[src/rtl/cfgld_pkg.sv]
package cfgld_pkg;
  typedef enum logic [2:0] {
    ST_IDLE   = 3'd0,
    ST_PROG   = 3'd1,
    ST_WAIT   = 3'd2,
    ST_GUARD  = 3'd3,
    ST_STREAM = 3'd4
  } cfgld_state_e;
endpackage

[src/rtl/cfgld_sync.sv]
module cfgld_sync #(
  parameter int STAGES = 2
) (
  input  logic clk,
  input  logic rst_n,
  input  logic d_i,
  output logic q_o
);
  logic [STAGES-1:0] chain;

  generate
    for (genvar g = 0; g < STAGES; g++) begin : g_stage
      if (g == 0) begin : g_first
        always_ff @(posedge clk or negedge rst_n) begin
          if (!rst_n) chain[0] <= 1'b0;
          else        chain[0] <= d_i;
        end
      end else begin : g_rest
        always_ff @(posedge clk or negedge rst_n) begin
          if (!rst_n) chain[g] <= 1'b0;
          else        chain[g] <= chain[g-1];
        end
      end
    end
  endgenerate

  assign q_o = chain[STAGES-1];
endmodule

[src/rtl/cfgld_seq.sv]
module cfgld_seq
  import cfgld_pkg::*;
#(
  parameter int PROG_CYC     = 200,
  parameter int GUARD_CYC    = 600,
  parameter int INIT_TMO_CYC = 100000
) (
  input  logic clk,
  input  logic rst_n,
  input  logic start_i,
  input  logic init_i,
  input  logic fin_i,
  output logic prog_n_o,
  output logic stream_o,
  output logic busy_o,
  output logic done_o,
  output logic tmo_o
);
  localparam int MAX_AB = (PROG_CYC > GUARD_CYC) ? PROG_CYC : GUARD_CYC;
  localparam int MAX_C  = (MAX_AB > INIT_TMO_CYC) ? MAX_AB : INIT_TMO_CYC;
  localparam int CW     = $clog2(MAX_C + 1);
  localparam logic [CW-1:0] PROG_LIM  = CW'(PROG_CYC - 1);
  localparam logic [CW-1:0] GUARD_LIM = CW'(GUARD_CYC - 1);
  localparam logic [CW-1:0] TMO_LIM   = CW'(INIT_TMO_CYC - 1);

  cfgld_state_e    state;
  logic [CW-1:0]   cnt;

  always_ff @(posedge clk or negedge rst_n) begin
    if (!rst_n) begin
      state    <= ST_IDLE;
      cnt      <= '0;
      prog_n_o <= 1'b1;
      done_o   <= 1'b0;
      tmo_o    <= 1'b0;
    end else begin
      unique case (state)
        ST_IDLE: begin
          if (start_i) begin
            state    <= ST_PROG;
            cnt      <= '0;
            prog_n_o <= 1'b0;
            done_o   <= 1'b0;
            tmo_o    <= 1'b0;
          end
        end
        ST_PROG: begin
          if (cnt == PROG_LIM) begin
            state    <= ST_WAIT;
            cnt      <= '0;
            prog_n_o <= 1'b1;
          end else begin
            cnt <= cnt + 1'b1;
          end
        end
        ST_WAIT: begin
          if (init_i) begin
            state <= ST_GUARD;
            cnt   <= '0;
          end else if (cnt == TMO_LIM) begin
            state <= ST_IDLE;
            cnt   <= '0;
            tmo_o <= 1'b1;
          end else begin
            cnt <= cnt + 1'b1;
          end
        end
        ST_GUARD: begin
          if (cnt == GUARD_LIM) begin
            state <= ST_STREAM;
            cnt   <= '0;
          end else begin
            cnt <= cnt + 1'b1;
          end
        end
        ST_STREAM: begin
          if (fin_i) begin
            state  <= ST_IDLE;
            done_o <= 1'b1;
          end
        end
        default: state <= ST_IDLE;
      endcase
    end
  end

  assign stream_o = (state == ST_STREAM);
  assign busy_o   = (state != ST_IDLE);
endmodule

[src/rtl/cfgld_shift.sv]
module cfgld_shift #(
  parameter int DW       = 8,
  parameter int HALF_CYC = 5
) (
  input  logic          clk,
  input  logic          rst_n,
  input  logic          en_i,
  input  logic          s_valid,
  input  logic [DW-1:0] s_data,
  input  logic          s_last,
  output logic          s_ready,
  output logic          cclk_o,
  output logic          dout_o,
  output logic          fin_o
);
  localparam int BW = (DW > 1) ? $clog2(DW) : 1;
  localparam int HW = $clog2(HALF_CYC + 1);
  localparam logic [HW-1:0] HLIM    = HW'(HALF_CYC - 1);
  localparam logic [BW-1:0] BIT_TOP = BW'(DW - 1);

  logic [DW-1:0] sreg;
  logic [BW-1:0] bitcnt;
  logic [HW-1:0] hcnt;
  logic          full;
  logic          last_taken;
  logic          last_in_reg;

  assign s_ready = en_i && !full && !last_taken;

  always_ff @(posedge clk or negedge rst_n) begin
    if (!rst_n) begin
      sreg        <= '0;
      bitcnt      <= '0;
      hcnt        <= '0;
      full        <= 1'b0;
      last_taken  <= 1'b0;
      last_in_reg <= 1'b0;
      cclk_o      <= 1'b0;
      dout_o      <= 1'b0;
      fin_o       <= 1'b0;
    end else begin
      fin_o <= 1'b0;
      if (!en_i) begin
        full       <= 1'b0;
        last_taken <= 1'b0;
        cclk_o     <= 1'b0;
        hcnt       <= '0;
      end else if (!full) begin
        if (s_valid && s_ready) begin
          full        <= 1'b1;
          sreg        <= s_data;
          dout_o      <= s_data[DW-1];
          bitcnt      <= '0;
          hcnt        <= '0;
          last_in_reg <= s_last;
          last_taken  <= s_last;
        end
      end else if (!cclk_o) begin
        if (hcnt == HLIM) begin
          cclk_o <= 1'b1;
          hcnt   <= '0;
        end else begin
          hcnt <= hcnt + 1'b1;
        end
      end else begin
        if (hcnt == HLIM) begin
          cclk_o <= 1'b0;
          hcnt   <= '0;
          if (bitcnt == BIT_TOP) begin
            full  <= 1'b0;
            fin_o <= last_in_reg;
          end else begin
            bitcnt <= bitcnt + 1'b1;
            sreg   <= {sreg[DW-2:0], 1'b0};
            dout_o <= sreg[DW-2];
          end
        end else begin
          hcnt <= hcnt + 1'b1;
        end
      end
    end
  end
endmodule

[src/rtl/cfg_serial_loader.sv]
module cfg_serial_loader #(
  parameter int DW           = 8,
  parameter int PROG_CYC     = 200,
  parameter int GUARD_CYC    = 600,
  parameter int HALF_CYC     = 5,
  parameter int INIT_TMO_CYC = 100000,
  parameter int SYNC_STAGES  = 2
) (
  input  logic          clk,
  input  logic          rst_n,
  input  logic          start,
  input  logic          s_valid,
  input  logic [DW-1:0] s_data,
  input  logic          s_last,
  output logic          s_ready,
  output logic          cfg_prog_n,
  input  logic          cfg_init,
  output logic          cfg_cclk,
  output logic          cfg_dout,
  output logic          busy,
  output logic          done,
  output logic          timeout
);
  logic init_s;
  logic stream_en;
  logic fin;

  cfgld_sync #(.STAGES(SYNC_STAGES)) u_sync (
    .clk  (clk),
    .rst_n(rst_n),
    .d_i  (cfg_init),
    .q_o  (init_s)
  );

  cfgld_seq #(
    .PROG_CYC    (PROG_CYC),
    .GUARD_CYC   (GUARD_CYC),
    .INIT_TMO_CYC(INIT_TMO_CYC)
  ) u_seq (
    .clk     (clk),
    .rst_n   (rst_n),
    .start_i (start),
    .init_i  (init_s),
    .fin_i   (fin),
    .prog_n_o(cfg_prog_n),
    .stream_o(stream_en),
    .busy_o  (busy),
    .done_o  (done),
    .tmo_o   (timeout)
  );

  cfgld_shift #(.DW(DW), .HALF_CYC(HALF_CYC)) u_shift (
    .clk    (clk),
    .rst_n  (rst_n),
    .en_i   (stream_en),
    .s_valid(s_valid),
    .s_data (s_data),
    .s_last (s_last),
    .s_ready(s_ready),
    .cclk_o (cfg_cclk),
    .dout_o (cfg_dout),
    .fin_o  (fin)
  );
endmodule

[config.mk]
export PLATFORM = sky130hd
export DESIGN_NAME = cfg_serial_loader
export DESIGN_NICKNAME = d
export VERILOG_FILES = /design/src/rtl/cfgld_pkg.sv /design/src/rtl/cfgld_sync.sv /design/src/rtl/cfgld_seq.sv /design/src/rtl/cfgld_shift.sv /design/src/rtl/cfg_serial_loader.sv
export SDC_FILE = /design/constraint.sdc
export NUM_CORES = 1
export LEC_CHECK = 0
export CORE_ASPECT_RATIO = 0.6
export CORE_UTILIZATION = 55
export CTS_BUF_LIST = sky130_fd_sc_hd__clkbuf_8
export DETAILED_ROUTE_END_ITERATION = 8
export MAX_ROUTING_LAYER = met4
export PLACE_DENSITY_LB_ADDON = 0.08
export SLEW_MARGIN = 20
export SYNTH_ARGS = -nofsm -noshare
export SYNTH_HDL_FRONTEND = slang
export SYNTH_SLANG_ARGS = --single-unit
[constraint.sdc]
create_clock -name clk -period 2.9 [get_ports clk]
set_input_delay 0.58 -clock clk [delete_from_list [all_inputs] [get_ports clk]]
set_output_delay 0.58 -clock clk [all_outputs]
set_load 0.005 [all_outputs]
==> summary.txt, run 1 <==
Status
  • Outcome: completed

STA
  • Max Slew Vio Count: 0
  • Final setup violation count: 0
  • Ratio of final minimum period to clock period: between 90% and 100%
  • RSZ-0062 raised after global routing: no
  • Worst Max-Slew Pin Slew: 683.4 ps
  • Slew HR: roughly 54%
  • Setup TNS: 0 ps
  • Post-Route Skew: a little under 6 ps
  • Minimum clock period: 2653 ps
  • Hold Vio Cnt, Final: 0
  • Fmax: 377.0 MHz

Worst setup path
  • Crit path from: u_seq.state[0]
  • Worst path bufs/invs: 1
  • Slowest Stage Delay on Critical Path: between 500 and 600 ps
  • Worst setup SP type: flip-flop
  • Worst reg2reg path startpoint: u_seq.cnt[8]
  • Crit Path Class: reg2out
  • Worst Setup End Kind: output pin
  • Crit path cell chain: nor2_2, nand2_1, nor3_1, clkdlybuf4s50_1
  • R2R setup slack: roughly 470 ps
  • Critical path arrival: about 2100 ps
  • Crit-path slowest cell: clkdlybuf4s50_1
  • CP max FO: 9
  • Worst path top cell family by delay: simple AND/OR/NAND/NOR gates
  • Worst r2r path cells: 5
  • Reg-to-Reg End: u_seq.state[1]
  • Critical path required time: about 2300 ps

Global route
  • GRT Total Usage: between 20% and 30%
  • Largest net degree at the start of global routing: 45
  • Initial antenna violation count: 0
  • GR Overflow Total: 0
  • Vias in the first global route: 1,661
  • Global-route wire length before repair: ~8 mm

Logic synthesis
  • Synth Warn #: 0
  • Largest area contributor in the netlist: dfrtp_1
  • Area contributors post-synth: dfrtp_1, o21ai_0, nand2_1
  • Main synth FF type: dfrtp_1
  • Top-area cell type share of the netlist area: ~45%
  • Syn_area_per_cell: just over 9 um^2
  • Synth cell types: 51
  • Async S/R FF share, synth: between 90% and 100%
  • Syn nets: roughly 280
  • Register area share after synthesis: a little under half
  • Post-synthesis register bit count: 44
  • Post-Syn Area: ~2400 um^2
  • Post-synth EDFFs: 0
  • Synthesized instance count: 262

Placement
  • Post-DP HPWL: around 3.3 mm
  • GPL Wtd Cong: slightly below 0.9
  • Placed Instance Area: approximately 2600 um^2
  • Port bufs: 20

CTS
  • CTS resizes: 0
  • CTS HTree Levels: 2
  • Clock-pin slew on the worst setup and hold paths: roughly 80 ps
  • Post-CTS setup buffer count: 0
  • Hold Buf Count CTS: 0
  • Clock insertion delay at the later pin of the skew report: approximately 300 ps
  • Clock Sink Count: 44
  • CTS tree: built
  • Clock root buffer master: clkbuf_8
  • CTS Buf Count: 5
  • Clock Path Buffers: 2

Layout
  • Share of cells above drive strength 1: approximately 9%
  • Number of flip-flops in the largest register: 17
  • Final nets: between 200 and 300
  • Biggest regs: u_seq.cnt (17), u_shift.sreg (7)
  • P&R area growth vs syn: 11.89%
  • Design area: between 2000 and 3000 um^2
  • Commonest non-fill, non-tap cell in the layout: dfrtp_1
  • Ant diodes: 0
  • Top reg by flops: u_seq.cnt
  • Most frequent cells in the layout: dfrtp_1, nand2_1, o21ai_0, nor2_1, clkdlybuf4s50_1
  • Layout fillers: approximately 370

Route
  • Vias per std cell: ~5.5
  • First drt pass iteration count: 5
  • Initial DRC Count: about 180
  • Final WL: around 4.7 mm
  • Post-route ant nets: 0
  • Via count: approximately 1.9k
  • DRC viols: 0
  • Avg WL per Cell: roughly 14 um

Flow run
  • Max-Cap Viols: 0

Floorplan
  • Core ar.: ~4100 um^2
  • Die Span X: between 80 and 90 um
  • I/O Pins: 21
  • Initial core utilization: around 58%
  • Die Area: approximately 4600 um^2
  • Die Ht: between 50 and 60 um
  • Row count: 18

Pwr
  • VDD IR max: 0.2525 mV
  • Pleak: roughly 1.1 nW
  • Pwr Density: 406.6 nW/um^2

Hold path
  • Worst min path class: in2async
==> cell families (layout without fill, tap and decap cells) <==
group	count (synthesis)	in the layout	share of synthesized area (%)
compound gates	59	59	14.82
xor+xnor	6	6	2.191
fa+ha+maj	5	5	2.608
buf+inv	22	36	5.477
flops	44	44	45.96
mux	11	11	4.747
simple gates	115	115	24.21
==> worst max-delay path by stage <==
| stage | slack (ps) | cells after the start | end |
|---|---|---|---|
| after global routing | 100 | 4 | s_ready |
| after CTS | 150 | 4 | s_ready |
| after floorplan | 630 | 5 | u_seq.state[1] |
| after global placement | 520 | 5 | u_seq.state[1] |
| after detailed placement | 480 | 5 | u_seq.state[1] |
| final | 250 | 4 | s_ready |
==> routing by layer <==
layer	wire [um]	part of all wire, %	up-vias	GRT usage [%]
met3	336	7.1	5	5.772
met1	2597	55	841	37.46
met2	1722	37	69	30.21
met4	51	1.1	0	9.563
li1	-	-	948	-
met5	0	0	-	-
==> synth_stat cells, drive strengths merged, types with 2 or more instances <==
master and n:
xor2 3, nor2 26, ha 5, o211ai 5, a22o 2, buf 2, or2 2, inv 6
and3 3, clkbuf 14, dfrtp 43, a31oi 2, and2 2, nand2 42, nor3 9, xnor2 3
mux2i 8, nor4b 2, mux2 3, or4 2, o21ai 33, and4 2, nand2b 3, a21oi 6
nand3 8, a22oi 2, nand4b 2, nand4 6
==> area by class of cell <==
class                           instances  area (um^2)  share of cell area [%]
Clock buffer                            7        96.34                   3.590
Multi-Input combinational cell        196         1167                   43.50
Inverter                                6        22.52                  0.8392
Tap cell                               60        75.07                   2.797
Timing Repair Buffer                   23        220.2                   8.205
Sequential cell                        44         1102                   41.07
==> per-stage QoR <==
step / util, % / total power, W / cells / hold slack [ps] / setup slack, ps
detailed placement: 62.32 / 0.0006864 / 329 / 337.2 / 480.7
global route: 64.76 / 0.001130 / 336 / 310.6 / 104.0
finish: 64.76 / 0.001091 / 336 / 258.0 / 247.5
global placement: 62.32 / 0.0006851 / 329 / 333.1 / 520.9
floorplan: - / 0.0006507 / 262 / 284.4 / 626.6
CTS: 64.64 / 0.001100 / 336 / 354.9 / 153.3
==> power breakdown <==
part	switching, W	internal [W]
clock	0.000206	0.000212
combinational	0.0000224	0.0000235
sequential	0.00000526	0.000622
Power figures use the tool's default switching activity.
==> run 2, diff against run 1 <==
==> constraint.sdc (replaced) <==
create_clock -name clk -period 2.9 [get_ports clk]
set_input_delay 0.435 -clock clk [delete_from_list [all_inputs] [get_ports clk]]
set_output_delay 0.435 -clock clk [all_outputs]
set_load 0.005 [all_outputs]
==> summary.txt, run 2 (synthesis gave the netlist of run 1 again) <==
CTS
  • Clock Sink Count: between 40 and 50
  • CTS tree: built
  • CTS resizes: 0
  • CTS HTree Levels: 2
  • Clock root buffer master: clkbuf_8
  • CTS Buf Count: 5
  • Clock-pin slew on the worst setup and hold paths: ~80 ps
  • Clock Path Buffers: 2
  • Clock insertion delay at the later pin of the skew report: 300 ps
  • Post-CTS setup buffer count: 0
  • Hold Buf Count CTS: 0

Global route
  • Met1 usage: between 30% and 40%
  • Busiest grt layer: met1
  • Met2 usage: 33.98%
  • Vias in the first global route: 1,716
  • GR Overflow Total: 0
  • Global-route wire length before repair: between 8 and 9 mm
  • GRT Total Usage: between 20% and 30%
  • Initial antenna violation count: 0
  • Largest net degree at the start of global routing: 45
  • GR Util met3: 4.680%

Floorplan
  • I/O Pins: 21
  • Die Area: roughly 4600 um^2
  • Core ar.: a little over 4000 um^2
  • Die Span X: about 87 um
  • Row count: 18
  • Die Ht: 53.15 um
  • Initial core utilization: about 58%

Worst setup path
  • Crit Path Class: reg2out
  • Crit path cell chain: nor2_1, nand2_1, nor3_1, clkdlybuf4s50_1
  • Slowest Stage Delay on Critical Path: between 500 and 600 ps
  • Worst r2r path cells: 5
  • Worst Setup End Kind: output pin
  • Reg-to-Reg End: u_seq.state[1]
  • Crit-path slowest cell: clkdlybuf4s50_1
  • Worst setup SP type: flip-flop
  • CP max FO: 11
  • R2R setup slack: ~470 ps
  • Critical path required time: between 2000 and 2500 ps
  • Worst path top cell family by delay: simple AND/OR/NAND/NOR gates
  • Worst path bufs/invs: 1
  • Worst reg2reg path startpoint: u_seq.cnt[8]
  • Critical path arrival: about 2300 ps

Status
  • Outcome: completed

STA
  • Max Slew Vio Count: 0
  • Minimum clock period: about 2700 ps
  • Post-Route Skew: ~3.7 ps
  • Fmax: 371.0 MHz
  • Post-route setup slack: roughly 200 ps
  • Slew HR: ~52%
  • Worst Max-Slew Pin Slew: 714.9 ps
  • RSZ-0062 raised after global routing: no
  • Ratio of final minimum period to clock period: about 93%
  • Hold slack final: roughly 130 ps
  • Final setup violation count: 0
  • Hold Vio Cnt, Final: 0
  • Setup TNS: 0 ps

Route
  • Final WL: about 4.9 mm
  • DRC viols: 0
  • Initial DRC Count: roughly 130
  • Post-route ant nets: 0
  • Via count: 1,901
  • Vias per std cell: ~5.7
  • First drt pass iteration count: 4
  • Avg WL per Cell: between 10 and 15 um

Pwr
  • Internal Pwr Total: around 0.00084 W
  • Pleak: between 1 and 1.5 nW
  • Clk pwr share: roughly 37%
  • Seq pwr share: around 59%
  • Switching share of power: between 20% and 30%
  • Pwr Density: between 400 and 500 nW/um^2
  • Comb pwr share: roughly 4.4%
  • VDD IR max: 0.2018 mV
  • P_sw: roughly 0.00024 W

Layout
  • Final nets: roughly 290
  • Top reg by flops: u_seq.cnt
  • Ant diodes: 0
  • Commonest non-fill, non-tap cell in the layout: dfrtp_1
  • Number of flip-flops in the largest register: 17
  • P&R area growth vs syn: 11.32%
  • Biggest regs: u_seq.cnt (17), u_shift.sreg (7)
  • Most frequent cells in the layout: dfrtp_1, nand2_1, o21ai_0, nor2_1, clkdlybuf4s50_1
  • Share of cells above drive strength 1: under 10%
  • Layout fillers: 365

Placement
  • GPL Wtd Cong: around 0.85
  • Post-DP HPWL: around 3.5 mm
  • Port bufs: 20
  • Pre-CTS setup slack: just under 500 ps

Flow run
  • Max-Cap Viols: 0

Hold path
  • Worst min path class: in2async
[run 2: cell type report]
class                   count  area (um^2)  share of cell area [%]
multi-input cells         196         1165                   43.63
flip-flops and latches     44         1102                   41.28
repair buffers             22        212.7                   7.966
clock buffers               6        82.58                   3.093
well taps                  60        75.07                   2.812
inverters                   6        22.52                  0.8435
clock inverters             2        10.01                  0.3749
[run 2: through the flow]
stage | power, W | area, um^2 | util (%) | instances
after CTS | 0.001083 | 2668 | 64.37 | 336
after floorplan | 0.0006507 | 2399 | - | 262
after global placement | 0.0006855 | 2575 | 62.14 | 328
after detailed placement | 0.0006868 | 2575 | 62.14 | 328
final | 0.001071 | 2670 | 64.43 | 336
after global routing | 0.001109 | 2670 | 64.43 | 336
[run 2: how the worst max path moves through the flow]
stage	startpoint	to	slack (ps)	depth (start not counted)
5_1_grt	u_seq.state[1]	s_ready	50	4
6_report	u_seq.state[1]	s_ready	200	4
3_5_place_dp	u_seq.cnt[8]	u_seq.state[1]	480	5
4_1_cts	u_seq.state[1]	s_ready	230	4
3_3_place_gp	u_seq.cnt[8]	u_seq.state[1]	520	5
2_1_floorplan	u_seq.cnt[8]	u_seq.state[1]	630	5
[run 2: routing by layer]
metal | wire length, um | vias up
met5 | 0 | -
met4 | 61 | 0
met3 | 232 | 7
met2 | 1975 | 40
met1 | 2680 | 902
li1 | - | 952
[run 2: power by group through the flow]
stage | Clock [W] | Sequential (W) | Combinational [W]
after floorplan | 0 | 0.000638 | 0.0000126
after global placement | 0 | 0.000639 | 0.0000462
after detailed placement | 0 | 0.000639 | 0.0000475
after CTS | 0.000408 | 0.000627 | 0.0000475
after global routing | 0.000427 | 0.000628 | 0.0000540
final | 0.000397 | 0.000627 | 0.0000469
